File: config.mk
export PLATFORM = sky130hd
export DESIGN_NAME = wdog_pet_reset
export DESIGN_NICKNAME = d
export VERILOG_FILES = /design/src/rtl/wdog_pet_reset.sv
export SDC_FILE = /design/constraint.sdc
export NUM_CORES = 1
export LEC_CHECK = 0
export CORE_MARGIN = 5
export CORE_UTILIZATION = 40
export CTS_CLUSTER_DIAMETER = 30
export DETAILED_ROUTE_END_ITERATION = 10
export PLACE_DENSITY = 0.7
export SLEW_MARGIN = 20
export SYNTH_ARGS = -nofsm -noshare
export SYNTH_HDL_FRONTEND = slang
export SYNTH_SLANG_ARGS = --single-unit
File: constraint.sdc
create_clock -name clk -period 3.65 [get_ports clk]
set_input_delay 0.73 -clock clk [delete_from_list [all_inputs] [get_ports clk]]
set_output_delay 0.73 -clock clk [all_outputs]
set_load 0.02 [all_outputs]
File: src/rtl/wdog_pet_reset.sv
module wdog_pet_reset #(
  parameter int DATA_W   = 16,
  parameter int BASE_EXP = 10,
  parameter int STEP_EXP = 2
) (
  input  logic              clk,
  input  logic              rst_n,
  input  logic              tick,
  input  logic [1:0]        tmo_sel,
  input  logic              reg_rd,
  input  logic              reg_wr,
  input  logic [DATA_W-1:0] wr_data,
  output logic [DATA_W-1:0] rd_data,
  output logic              sys_reset_o
);
  localparam int CW = BASE_EXP + 3 * STEP_EXP;

  logic          en;
  logic          expired;
  logic [CW-1:0] cnt;
  logic [CW-1:0] lim_m1;

  always_comb begin
    int shift;
    shift  = BASE_EXP + STEP_EXP * int'(tmo_sel);
    lim_m1 = {CW{1'b1}} >> (CW - shift);
  end

  always_ff @(posedge clk) begin
    if (!rst_n) begin
      en      <= 1'b0;
      expired <= 1'b1;
      cnt     <= '0;
    end else begin
      if (reg_wr) begin
        if (!wr_data[0])   en <= 1'b0;
        else if (!expired) en <= 1'b1;
      end
      if (reg_rd) begin
        cnt     <= '0;
        expired <= 1'b0;
      end else if (tick && !expired) begin
        if (cnt == lim_m1) begin
          cnt     <= '0;
          expired <= 1'b1;
        end else begin
          cnt <= cnt + 1'b1;
        end
      end
    end
  end

  assign rd_data     = {{(DATA_W-3){1'b1}}, expired, 1'b1, en};
  assign sys_reset_o = en & expired;

  a_r2_pet_clears_state: assert property (@(posedge clk) disable iff (!rst_n)
    reg_rd |=> !rd_data[2] && cnt == '0);

  a_r3_expire_at_limit: assert property (@(posedge clk) disable iff (!rst_n)
    $rose(expired) |-> $past(tick) && !$past(reg_rd) && $past(cnt) == $past(lim_m1));

  a_r5_no_enable_when_asserted: assert property (@(posedge clk) disable iff (!rst_n)
    (!en && expired && !(reg_wr && wr_data[0] && !expired)) |=> !rd_data[0]);

  a_r9_reset_holds: assert property (@(posedge clk) disable iff (!rst_n)
    (sys_reset_o && !reg_rd && !(reg_wr && !wr_data[0])) |=> sys_reset_o);

  a_r10_idle_no_count: assert property (@(posedge clk) disable iff (!rst_n)
    (!tick && !reg_rd) |=> $stable(cnt) && $stable(expired));
endmodule

# Yosys cells after proc, flatten, opt, wreduce, memory -nomap -nowiden

Index checks and enable logic that the tools add are counted.

Register bits after elaboration: 18
Input bits: 23
Output and inout port bits: 17
Logic and storage cells: 24

Add/subtract/negate cells: 3
Eq/ne operators: 2
Shift operators: 1
Multiplexer cells: 6
Bitwise operators: 2
Reductions and logical operators: 7

Operator list:

| kind                                                                  | count |
|---|---|
| 16-bit by 32-bit right shift with 16-bit output, first input constant | 1 |
| 16-bit by 1-bit adder with 16-bit output, second input constant       | 1 |
| 16-bit == test                                                        | 1 |
| 16-bit two-way mux                                                    | 1 |
| 5-bit by 5-bit subtractor with 6-bit output, first input constant     | 1 |
| 4-bit by 3-bit adder with 5-bit output, first input constant          | 1 |
| 1-bit two-way mux                                                     | 5 |
| 2-bit AND reduction                                                   | 2 |
| 2-bit nonzero test                                                    | 2 |
| 2-bit inequality test, second input constant                          | 1 |
| 2-bit OR reduction                                                    | 1 |
| 1-bit AND                                                             | 1 |
| 1-bit logical AND                                                     | 1 |
| 1-bit logical NOT                                                     | 1 |
| 1-bit NOT                                                             | 1 |

# Depth between registers and ports, before layout

Depth after elaboration: 7
Gate-level depth with buffers: 6
Gate-level depth less buffers: 5

# Worst setup path before layout

No wires, ideal clock.

Path kind: input-to-reg
Start: input port tick
End: register cnt[0]
Setup time: 132 ps
Arrival time: 1839 ps
Required time: 3518 ps
Path slack: 1679 ps
Stages: 5
Path buffers: 1
Path through: nand4b_4 -> or3_4 -> a311oi_4 -> buf_6 -> nor3_1

Longest elaborated chain between the ends: 1

Ends and longest elaborated chain:

| element                | line | source |
|---|---|---|
| start: declaration     | 8    | `input logic tick,` |
| 1-bit logical AND      | 42   | `end else if (tick && !expired) begin` |
| end signal: assignment | 47   | `cnt <= cnt + 1'b1;` |
| end: declaration       | 20   | `logic [CW-1:0] cnt;` |

No other way between the ends.
A chain may end at the register's enable or synchronous reset.

# Worst setup path after layout

Start: input port tick
End: register expired

Longest elaborated chain between the ends: 3

Ends and longest elaborated chain:

| element                       | line | source |
|---|---|---|
| 1-bit logical AND             | 42   |  |
| 2-bit nonzero test (no line)  | -    |  |
| 2-bit AND reduction (no line) | -    |  |
| end signal: assignment        | 32   | `expired <= 1'b1;` |
| end signal: assignment        | 41   | `expired <= 1'b0;` |
| end signal: assignment        | 45   | `expired <= 1'b1;` |
| end: declaration              | 19   | `logic expired;` |

No other way between the ends.

==> impl_metrics.tcl <==
set metrics [dict create \
    synthSimpleGateAreaFrac_pct 28.52 \
    grt_max_degree 18 \
    tightest_slew_ps 824.1 \
    min_from "en" \
    area_growth_pct 7.101 \
    grt_overflow 0 \
    p_sw_mw 0.09362 \
    regToRegEndpoint "expired" \
    cts_tree "done" \
    synthXorXnorAreaFrac_pct 8.964 \
    fillers 252 \
    pwr-share-seq_pct 54.7 \
    status "completed" \
    vias_per_cell 5.327 \
    row_count 18 \
    first_pass_iters 4 \
    ctsHoldBuffers 0 \
    rsz0062_at_grt "false" \
    period_needed_ps 2558 \
    synth_fa_ha_area_share_pct 2.328 \
    drt-initial-drc-count 28 \
    r2r_cells 4 \
    crit_fanout 17 \
    required_ps 3880 \
    syn_avg_cell_area_um2 8.530 \
    synth_top_family_by_area "simple AND/OR/NAND/NOR gates" \
    synth_area_leader_cell "dfxtp_1" \
    hold_class "reg2reg" \
    ys_ff_latch 18 \
    multi_input_area_um2 598.1 \
    path_clk_slew_ps 110 \
    power.leakage_nw 0.4109 \
    synth_compound_area_share_pct 10.01 \
    antenna_left 0 \
    ys_warn_count 0 \
    ir_drop_mv 0.2103 \
    worstHoldPathCells 2 \
    clock_path_buffers 2 \
    regToRegSetupSlack_ps 1550 \
    crit_arrival_ps 2790 \
    portBuffers 10 \
    drc 0 \
    swShare_pct 25.43 \
    drv_slew 0 \
    antenna_cells 0 \
    cts_max_level 1 \
    clock-sinks 18 \
    cts_setup_buffers 0 \
    yosys-top-cells-area "dfxtp_1 34%, buf_4 11%, nor3_1 8.4%, xnor2_1 7.3%, a211oi_1 3.5%" \
    drive_gt1_share_pct 5.303 \
    antenna_found_initial 0 \
    synthArstFlopShare_pct 0 \
    place_hpwl_mm 1.467 \
    fin_cells 162 \
    wire_per_inst_um 12.44 \
    syn_area_um2 1075 \
    crit-reg2reg-launch "cnt[2]" \
    gp_congestion 0.7795 \
    numCtsBuffers 3 \
    timing.hold.ws_ps 528.6 \
    power_frac_clock_pct 34.0 \
    nets 158 \
    dp_worst_setup_slack_ps 816.5 \
    synth_edf_count 0 \
    cellPowerDensity_nw_per_um2 319.8 \
    critPathKind "in2reg" \
    finalWorstSetupSlack_ps 1092 \
    synthFlopType "dfxtp_1" \
    clkLatencyLatePin_ps 290 \
    dp.cells 158 \
    yosysTopAreaCellShare_pct 33.53 \
    synth_cell_types 30 \
    grt_pass1_wl_mm 3.546 \
    p_comb_share_pct 11.3 \
    finalSetupViolCount 0 \
    grt_pass1_vias 843 \
    drt-total-wl_mm 2.015 \
    vias 863 \
    period_share_pct 70.08 \
    synth_common_cells "18 x dfxtp_1, 18 x nor3_1, 16 x buf_4" \
    synth.yosys.seq_area_share_pct 33.53 \
    die_y_um 61.84 \
    synthMuxAreaShare_pct 0.9313 \
    finalHoldViolCount 0 \
    dieArea_um2 3824 \
    critPathLaunchType "input pin" \
    seq_area_um2 360.3 \
    maxSlewHeadroom_pct 45.06 \
    die_x_um 61.84 \
    initial_utilization_pct 42.61 \
    fmax_mhz 390.9 \
    min_to "en" \
    cap_violations 0 \
    pin_count 40 \
    grt_usage_pct 11.96 \
    coreArea_um2 2522 \
    worstSetupEndpointType "flip-flop" \
    synth_cells 126 \
    internal_power_mw 0.2745 \
    ctsResizeCount 0 \
    tns_ps 0 \
    root_buffer "clkbuf_4" \
    fin_skew_ps 6.709 \
]
flip-flops by register name, indices dropped and copies added (netlist names):
name and cells:
en 1, expired 1, cnt 16
kinds of logic after synthesis:
group           count (synthesis)
simple gates                   53
buf+inv                        26
flops                          18
compound gates                 14
xor+xnor                       11
fa+ha+maj                       2
other cells                     1
mux                             1
routing by layer:
metal  track usage [%]  up-vias  routed length, um
met5                 0        -                  0
met4             1.515        0                 12
met3             3.719        2                135
met2             21.08       21                952
met1             14.68      410                915
li1                  -      430                  -
layout by cell type, fill, tap and decap left out, types with 5 or more instances in the layout:
master	netlist	layout
nor3_1	18	18
dfxtp_1	18	18
conb_1	1	14
clkdlybuf4s50_1	0	10
nand2_1	9	9
xnor2_1	9	9
o21ai_0	6	6
nand4_1	5	5
a211oi_1	5	5
inv_1	5	5
or3_1	5	5
area by class of cell:
class / count / area share [%]
Multi-Input combinational cell: 95 / 51.96
Sequential cell: 18 / 31.30
Timing Repair Buffer: 10 / 8.696
Tap cell: 30 / 3.261
Clock buffer: 4 / 3.152
Inverter: 5 / 1.630
critical path, stage by stage:
cell and delay (ps):
clkdlybuf4s50_1 510, nand4b_4 170, or3_4 450, a311oi_4 690, a2bb2oi_1 230
per-stage QoR:
step / power, mW / area, um2 / utilization (%)
after floorplan: 0.2453 / 1124 / -
after global placement: 0.2462 / 1115 / 44.20
after detailed placement: 0.2469 / 1115 / 44.20
after CTS: 0.3720 / 1151 / 45.63
after global routing: 0.3853 / 1151 / 45.63
final: 0.3681 / 1151 / 45.63
power groups by stage:
stage,clock network [mW],logic [mW],registers [mW]
floorplan,0,0.0403,0.205
global placement,0,0.0405,0.206
detailed placement,0,0.0412,0.206
CTS,0.129,0.0414,0.201
global route,0.138,0.0451,0.202
finish,0.125,0.0416,0.201
how the worst max path moves through the flow:
stage	start	endpoint	slack [ps]	depth (start not counted)
final	tick	expired	1090	5
after floorplan	tick	cnt[0]	1680	5
after global routing	tick	expired	1020	5
after detailed placement	tick	expired	820	5
after CTS	tick	expired	1120	5
after global placement	tick	expired	840	5
Note: power is estimated with default switching activity, not from simulation.
